## config.mk

```make
export PLATFORM = sky130hd
export DESIGN_NAME = ycc_demux
export DESIGN_NICKNAME = d
export VERILOG_FILES = /design/src/rtl/ycc_demux_pkg.sv /design/src/rtl/trs_align.sv /design/src/rtl/demux_422.sv /design/src/rtl/luma_delay.sv /design/src/rtl/ycc_demux.sv
export SDC_FILE = /design/constraint.sdc
export NUM_CORES = 1
export LEC_CHECK = 0
export ABC_AREA = 1
export CORE_MARGIN = 5
export CORE_UTILIZATION = 62
export CTS_BUF_LIST = sky130_fd_sc_hd__clkbuf_16
export DETAILED_ROUTE_END_ITERATION = 10
export DONT_BUFFER_PORTS = 1
export PLACE_DENSITY = 0.86
export SETUP_SLACK_MARGIN = 0.1
export SLEW_MARGIN = 40
export SYNTH_ARGS = -nofsm -noshare
export SYNTH_HDL_FRONTEND = slang
export SYNTH_SLANG_ARGS = --single-unit
```

## constraint.sdc

```tcl
create_clock -name clk -period 2.6 [get_ports clk]
set_input_delay 0.39 -clock clk [delete_from_list [all_inputs] [get_ports clk]]
set_output_delay 0.39 -clock clk [all_outputs]
set_load 0.02 [all_outputs]
```

## src/rtl/ycc_demux_pkg.sv

```systemverilog
// Shared types for the 4:2:2 input splitter.
// Assumes the byte order Cb, Y, Cr, Y repeats from a start-of-video code.
package ycc_demux_pkg;

    // Position of the current data byte inside a Cb,Y,Cr,Y group
    typedef enum logic [1:0] {
        PH_CB = 2'd0,
        PH_Y0 = 2'd1,
        PH_CR = 2'd2,
        PH_Y1 = 2'd3
    } byte_phase_e;

    // Timing flags taken from the flag byte of a reference code
    typedef struct packed {
        logic fld;
        logic vblk;
        logic hblk;
    } tflags_t;

endpackage

```

## src/rtl/trs_align.sv

```systemverilog
// Timing-reference detector.
// Holds the last four bytes in a window so that a full FF,00,00,XY group
// is known before its first byte leaves. The oldest byte is handed on with
// a data/code mark, its own blanking bit and a start-of-video pulse.
// Assumes a reference group is never split by reset.
module trs_align
    import ycc_demux_pkg::*;
#(
    parameter int DATA_W = 8
) (
    input  logic              clk,
    input  logic              rst_n,
    input  logic [DATA_W-1:0] byte_in,
    input  logic              blank_n_in,
    output logic [DATA_W-1:0] byte_out,
    output logic              blank_n_out,
    output logic              is_data,
    output logic              sav_hit,
    output tflags_t           flags
);
    localparam int WIN   = 4;
    localparam int F_BIT = DATA_W - 2;
    localparam int V_BIT = DATA_W - 3;
    localparam int H_BIT = DATA_W - 4;
    localparam logic [DATA_W-1:0] ONES  = '1;
    localparam logic [DATA_W-1:0] ZEROS = '0;

    logic [DATA_W-1:0] win   [WIN];
    logic              win_b [WIN];
    logic              fill  [WIN];
    logic [1:0]        skip;
    logic              match;

    // Shift the byte window and its side bits
    always_ff @(posedge clk) begin
        if (!rst_n) begin
            for (int i = 0; i < WIN; i++) begin
                win[i]   <= ZEROS;
                win_b[i] <= 1'b1;
                fill[i]  <= 1'b0;
            end
        end else begin
            win[0]   <= byte_in;
            win_b[0] <= blank_n_in;
            fill[0]  <= 1'b1;
            for (int i = 1; i < WIN; i++) begin
                win[i]   <= win[i-1];
                win_b[i] <= win_b[i-1];
                fill[i]  <= fill[i-1];
            end
        end
    end

    // A reference starts at the oldest window byte
    always_comb begin
        match = (skip == 2'd0) && fill[WIN-1] &&
                (win[WIN-1] == ONES) && (win[2] == ZEROS) && (win[1] == ZEROS);
    end

    // Count out the three bytes that follow a detected preamble byte
    always_ff @(posedge clk) begin
        if (!rst_n)
            skip <= 2'd0;
        else if (match)
            skip <= 2'd3;
        else if (skip != 2'd0)
            skip <= skip - 2'd1;
    end

    // Latch the timing flags from the flag byte
    always_ff @(posedge clk) begin
        if (!rst_n)
            flags <= '{fld: 1'b0, vblk: 1'b1, hblk: 1'b1};
        else if (match)
            flags <= '{fld: win[0][F_BIT], vblk: win[0][V_BIT], hblk: win[0][H_BIT]};
    end

    // Present the oldest byte with its mark
    always_comb begin
        byte_out    = win[WIN-1];
        blank_n_out = win_b[WIN-1];
        is_data     = fill[WIN-1] && !match && (skip == 2'd0);
        sav_hit     = match && !win[0][H_BIT];
    end


    code_bytes_hidden_chk: assert property (@(posedge clk) disable iff (!rst_n)
        match |=> !is_data);

endmodule

```

## src/rtl/demux_422.sv

```systemverilog
// Byte sorter.
// Steers data bytes into Cb, Y, Cr holding registers by phase. It applies
// black-level substitution and the clamp of reserved values. A pair is
// emitted when Cr arrives, paired with the first luma; the second luma
// follows on its own byte with the same chroma.
// Assumes is_data is low for every reference-code byte.
module demux_422
    import ycc_demux_pkg::*;
#(
    parameter int DATA_W = 8
) (
    input  logic              clk,
    input  logic              rst_n,
    input  logic [DATA_W-1:0] byte_in,
    input  logic              blank_n_in,
    input  logic              is_data,
    input  logic              sav_hit,
    output logic [DATA_W-1:0] y_o,
    output logic [DATA_W-1:0] cb_o,
    output logic [DATA_W-1:0] cr_o,
    output logic              vld_o
);
    localparam logic [DATA_W-1:0] ONES    = '1;
    localparam logic [DATA_W-1:0] ZEROS   = '0;
    localparam logic [DATA_W-1:0] Y_BLACK = {4'b0001, {(DATA_W-4){1'b0}}};
    localparam logic [DATA_W-1:0] C_MID   = {1'b1, {(DATA_W-1){1'b0}}};

    byte_phase_e       phase;
    logic [DATA_W-1:0] fixed;
    logic [DATA_W-1:0] cb_hold;
    logic [DATA_W-1:0] y_hold;
    logic              is_luma;

    // Substitute black level or clamp reserved values
    always_comb begin
        is_luma = (phase == PH_Y0) || (phase == PH_Y1);
        if (!blank_n_in)
            fixed = is_luma ? Y_BLACK : C_MID;
        else if (byte_in == ZEROS)
            fixed = ZEROS + 1'b1;
        else if (byte_in == ONES)
            fixed = ONES - 1'b1;
        else
            fixed = byte_in;
    end

    // Advance the phase on data bytes, realign on start of video
    always_ff @(posedge clk) begin
        if (!rst_n)
            phase <= PH_CB;
        else if (sav_hit)
            phase <= PH_CB;
        else if (is_data)
            phase <= byte_phase_e'(phase + 2'd1);
    end

    // Hold early bytes and emit one luma sample per pulse
    always_ff @(posedge clk) begin
        if (!rst_n) begin
            cb_hold <= C_MID;
            y_hold  <= Y_BLACK;
            y_o     <= Y_BLACK;
            cb_o    <= C_MID;
            cr_o    <= C_MID;
            vld_o   <= 1'b0;
        end else begin
            vld_o <= 1'b0;
            if (is_data) begin
                case (phase)
                    PH_CB: cb_hold <= fixed;
                    PH_Y0: y_hold  <= fixed;
                    PH_CR: begin
                        y_o   <= y_hold;
                        cb_o  <= cb_hold;
                        cr_o  <= fixed;
                        vld_o <= 1'b1;
                    end
                    PH_Y1: begin
                        y_o   <= fixed;
                        vld_o <= 1'b1;
                    end
                    default: ;
                endcase
            end
        end
    end


    no_reserved_code_chk: assert property (@(posedge clk) disable iff (!rst_n)
        vld_o |-> (y_o != ZEROS) && (y_o != ONES) &&
                  (cb_o != ZEROS) && (cb_o != ONES) &&
                  (cr_o != ZEROS) && (cr_o != ONES));


    chroma_held_chk: assert property (@(posedge clk) disable iff (!rst_n)
        !($stable(cb_o) && $stable(cr_o)) |-> vld_o);


    valid_burst_chk: assert property (@(posedge clk) disable iff (!rst_n)
        (vld_o && $past(vld_o)) |=> !vld_o);

endmodule

```

## src/rtl/luma_delay.sv

```systemverilog
// Luma delay line.
// Shifts one stage per valid luma sample and selects the tap that gives
// the requested lag. Settings above MAX_DLY use the deepest tap.
// Assumes the lag setting is held steady while a line is in flight.
module luma_delay #(
    parameter int DATA_W  = 8,
    parameter int MAX_DLY = 3,
    parameter int LAG_W   = $clog2(MAX_DLY + 1)
) (
    input  logic              clk,
    input  logic              rst_n,
    input  logic [DATA_W-1:0] y_in,
    input  logic              vld_in,
    input  logic [LAG_W-1:0]  lag,
    output logic [DATA_W-1:0] y_out
);
    localparam logic [DATA_W-1:0] Y_BLACK = {4'b0001, {(DATA_W-4){1'b0}}};

    logic [DATA_W-1:0] taps [MAX_DLY];

    // First stage takes the newest sample
    always_ff @(posedge clk) begin
        if (!rst_n)
            taps[0] <= Y_BLACK;
        else if (vld_in)
            taps[0] <= y_in;
    end

    // Remaining stages follow the first
    for (genvar g = 1; g < MAX_DLY; g++) begin : g_stage
        always_ff @(posedge clk) begin
            if (!rst_n)
                taps[g] <= Y_BLACK;
            else if (vld_in)
                taps[g] <= taps[g-1];
        end
    end

    // Pick the undelayed word or a delayed tap
    always_comb begin
        int sel;
        sel = int'(lag);
        if (sel > MAX_DLY)
            sel = MAX_DLY;
        if (sel == 0)
            y_out = y_in;
        else
            y_out = taps[sel-1];
    end

endmodule

```

## src/rtl/ycc_demux.sv

```systemverilog
// Top level of the 4:2:2 input splitter.
// Chains reference detection, byte sorting and the luma delay. Chroma and
// flags are not delayed; luma lags by luma_lag samples.
// Assumes one input byte per clock at twice the luma rate.
module ycc_demux
    import ycc_demux_pkg::*;
#(
    parameter int DATA_W  = 8,
    parameter int MAX_DLY = 3,
    parameter int LAG_W   = $clog2(MAX_DLY + 1)
) (
    input  logic              clk,
    input  logic              rst_n,
    input  logic [DATA_W-1:0] pix_in,
    input  logic              blank_n,
    input  logic [LAG_W-1:0]  luma_lag,
    output logic [DATA_W-1:0] y_out,
    output logic [DATA_W-1:0] cb_out,
    output logic [DATA_W-1:0] cr_out,
    output logic              out_valid,
    output logic              field_out,
    output logic              vblank_out,
    output logic              hblank_out
);
    logic [DATA_W-1:0] a_byte;
    logic              a_blank_n;
    logic              a_data;
    logic              a_sav;
    tflags_t           a_flags;
    logic [DATA_W-1:0] s_y;

    trs_align #(.DATA_W(DATA_W)) u_align (
        .clk         (clk),
        .rst_n       (rst_n),
        .byte_in     (pix_in),
        .blank_n_in  (blank_n),
        .byte_out    (a_byte),
        .blank_n_out (a_blank_n),
        .is_data     (a_data),
        .sav_hit     (a_sav),
        .flags       (a_flags)
    );

    demux_422 #(.DATA_W(DATA_W)) u_sort (
        .clk        (clk),
        .rst_n      (rst_n),
        .byte_in    (a_byte),
        .blank_n_in (a_blank_n),
        .is_data    (a_data),
        .sav_hit    (a_sav),
        .y_o        (s_y),
        .cb_o       (cb_out),
        .cr_o       (cr_out),
        .vld_o      (out_valid)
    );

    luma_delay #(.DATA_W(DATA_W), .MAX_DLY(MAX_DLY), .LAG_W(LAG_W)) u_lag (
        .clk    (clk),
        .rst_n  (rst_n),
        .y_in   (s_y),
        .vld_in (out_valid),
        .lag    (luma_lag),
        .y_out  (y_out)
    );

    // Route the timing flags to the ports
    always_comb begin
        field_out  = a_flags.fld;
        vblank_out = a_flags.vblk;
        hblank_out = a_flags.hblk;
    end

endmodule

```

==> results.md <==
* Status: complete, no violations
* Remaining global-route overflow at 0
* CP Capture Type: output port
* Max Cap Viol at 0
* Via count at roughly 3,400
* First-pass GRT wire length at 13.70 mm
* Top-count cell post-synth: nand2_1
* Setup Skew at 0.009420 ns
* Starting Density at around 63%
* Hpwl dp at 5.677 mm
* Port bufs at 0
* Hold Fails Final Rpt at 0
* Clock buffer depth at 2
* Setup Viol. Count Final at 0
* Critical path fanouts, max at 17
* Post-cts resize count at 0
* Predominant post-synthesis flop cell: dfxtp_1
* # IOs at 41
* Die X at between 90 and 100 microns
* Synth Net Count at about 570
* CP most frequent cell: inv_1
* Nets at 554
* P per Cell Area at 702.4 mW/mm^2
* Non-Filler Instances at 639
* Area growth, synth to finish at 6.311%
* GPL Wtd Cong at roughly 0.83
* CTS tree: done
* YS warnings at 0
* GRT Util Overall at around a fifth
* Layout cells sized above 1 at a little under a tenth
* Pin count of the biggest net entering global routing at 59
* Hold_ws at about 0.083 ns
* Postcts setup bufs at 0
* Fmax at roughly 0.49 GHz
* Period utilization at between 70% and 80%
* Dpl cells at around 620
* Yosys reg bits at about 110
* Synth Cell Area at around 0.0046 sq mm
* Final antenna-violating net count at 0
* Area of the core at approximately 0.0072 sq mm
* DRC at 0
* Sequential area share after synthesis at between 50% and 60%
* Power Total at 0.003419 W
* Syn_area_per_cell at 8.266 sq um
* Transition time of the tightest slew-check pin at between 0.6 and 0.7 ns
* Async set or reset register ratio after synthesis at 0%
* Die ar. at roughly 0.0092 sq mm
* Wire length per cell at about 13 microns
* Worst Setup Start Kind: primary input
* Drt via density at 5.333
* Critical Path Slowest Stage Cell: a22oi_1
* CP peak stage delay at approximately 0.49 ns
* Yosys cell types at 30
* Most frequent cells after synthesis: 113 x nand2_1, 92 x inv_1, 88 x dfxtp_1
* WP data required at roughly 2.2 ns
* Leakage Power at approximately 2.2 nW
* First DRT Iteration DRCs at roughly 260
* Worst-path clk slew at around 0.07 ns
* Root buf cell: clkbuf_16
* CTS buffer count at 9
* RSZ-0062 raised after global routing: no
* Main area contributors after synthesis: dfxtp_1 38%, edfxtp_1 16%, nand2_1 9.3%, inv_1 7.5%, nor2_1 4.4%
* Number of synthesized flops with an enable pin at 24
* Htree depth at 3
* Finished Core Util at roughly two thirds
* Setup TNS Final at 0 ns
* Final WL at 8.453 mm
* Post-synth top area share at 38.47%
* Syn Inst Count at ~550
* Maximum vdd drop at 541.7 uV
* Crit path DAT at about 1.7 ns
* Post-synth top area cell: dfxtp_1
* Clock sinks at about 110
* Initial antenna violation count at 0
* DR pass1 iterations at 6
* Critical Path, Cell by Cell: inv_1 > ha_1 > inv_1 > a21oi_1 > a22oi_1
* Vias in the first global route at roughly 3,000
* Hold buffer count at cts at 0
* Number of diodes at 0
* Fin crit period at 2.046 ns
* Later-pin clock latency in the skew report at approximately 0.35 ns
* Final Max Slew Viols at 0
* Crit Path Category: in2out
* Max transition margin at a little over half
* Num rows at 31
* Die Y at roughly 96 microns
* Type of the most critical hold path: in2reg
-- path summary, 6_finish.rpt --
path	start	endpoint	slack [ns]	depth (start not counted)
hold / removal	rst_n	u_align.fill[0]	0.08	0
hold reg to reg	u_align.fill[0]	u_align.fill[1]	0.41	2
setup reg to reg	u_align.skip[0]	u_sort.cb_o[0]	0.67	10
setup / recovery	luma_lag[0]	y_out[2]	0.55	5
-- routing by layer --
layer	vias to the layer above	share of wire, %	GRT usage [%]
li1	1708	-	-
met1	1574	41	22.69
met2	112	51	32.72
met3	14	6.4	6.099
met4	0	1.8	7.583
met5	-	0	0
-- placed cells by master, fill, tap and decap left out, drive strengths merged, types with 3 or more instances in the layout --
cell / n
inv: 96
nor2: 56
nand2: 121
buf: 3
or2: 7
dfxtp: 88
clkbuf: 10
a22oi: 8
ha: 6
a21oi: 45
nand3: 16
edfxtp: 24
clkinv: 4
nand4: 32
o21ai: 20
-- report_power, final --
| group | total [W] | switching, W | internal, W |
|---|---|---|---|
| registers | 0.00185 | 0.0000249 | 0.00182 |
| logic | 0.000222 | 0.000142 | 0.0000796 |
| clock network | 0.00135 | 0.000631 | 0.000719 |
| total | 0.00342 | 0.000798 | 0.00262 |
-- cells by family (layout without fill, tap and decap cells) --
family	after synthesis	in the layout	share of synthesized area, %
fa+ha+maj	6	6	1.639
buf+inv	127	113	11.09
flops	112	112	54.21
mux	1	1	0.2459
simple gates	232	232	23.22
compound gates	75	75	9.399
xor+xnor	1	1	0.1913
-- flip-flops by register name, indices dropped and copies added, names as in the netlist, 4 cells and up --
register	count
u_align.win	32
u_lag.taps	24
u_sort.cb_hold	8
u_sort.cb_o	8
u_sort.cr_o	8
u_sort.y_hold	8
u_sort.y_o	8
u_align.fill	4
u_align.win_b	4
-- critical path: cells and delay by family --
| family | cells | cell delay [ns] |
|---|---|---|
| fa+ha+maj | 1 | 0.28 |
| compound gates | 2 | 0.63 |
| buf+inv | 2 | 0.36 |
-- stage by stage --
step	setup WS [ns]	instance area, sq um
final	0.5538	4868
after global routing	0.4808	4868
after CTS	0.5517	4868
after detailed placement	0.5604	4571
after global placement	0.6588	4571
after floorplan	0.1129	4579
-- area by class of cell --
class                           count  area (sq um)
Multi-Input combinational cell    315          1589
Tap cell                           99         123.9
Fill cell                         558          2346
Clock buffer                       10         250.2
Clock inverter                      6         47.55
Timing Repair Buffer                3         22.52
Sequential cell                   112          2482
Inverter                           94         352.8
Note: power is estimated with default switching activity, not from simulation.
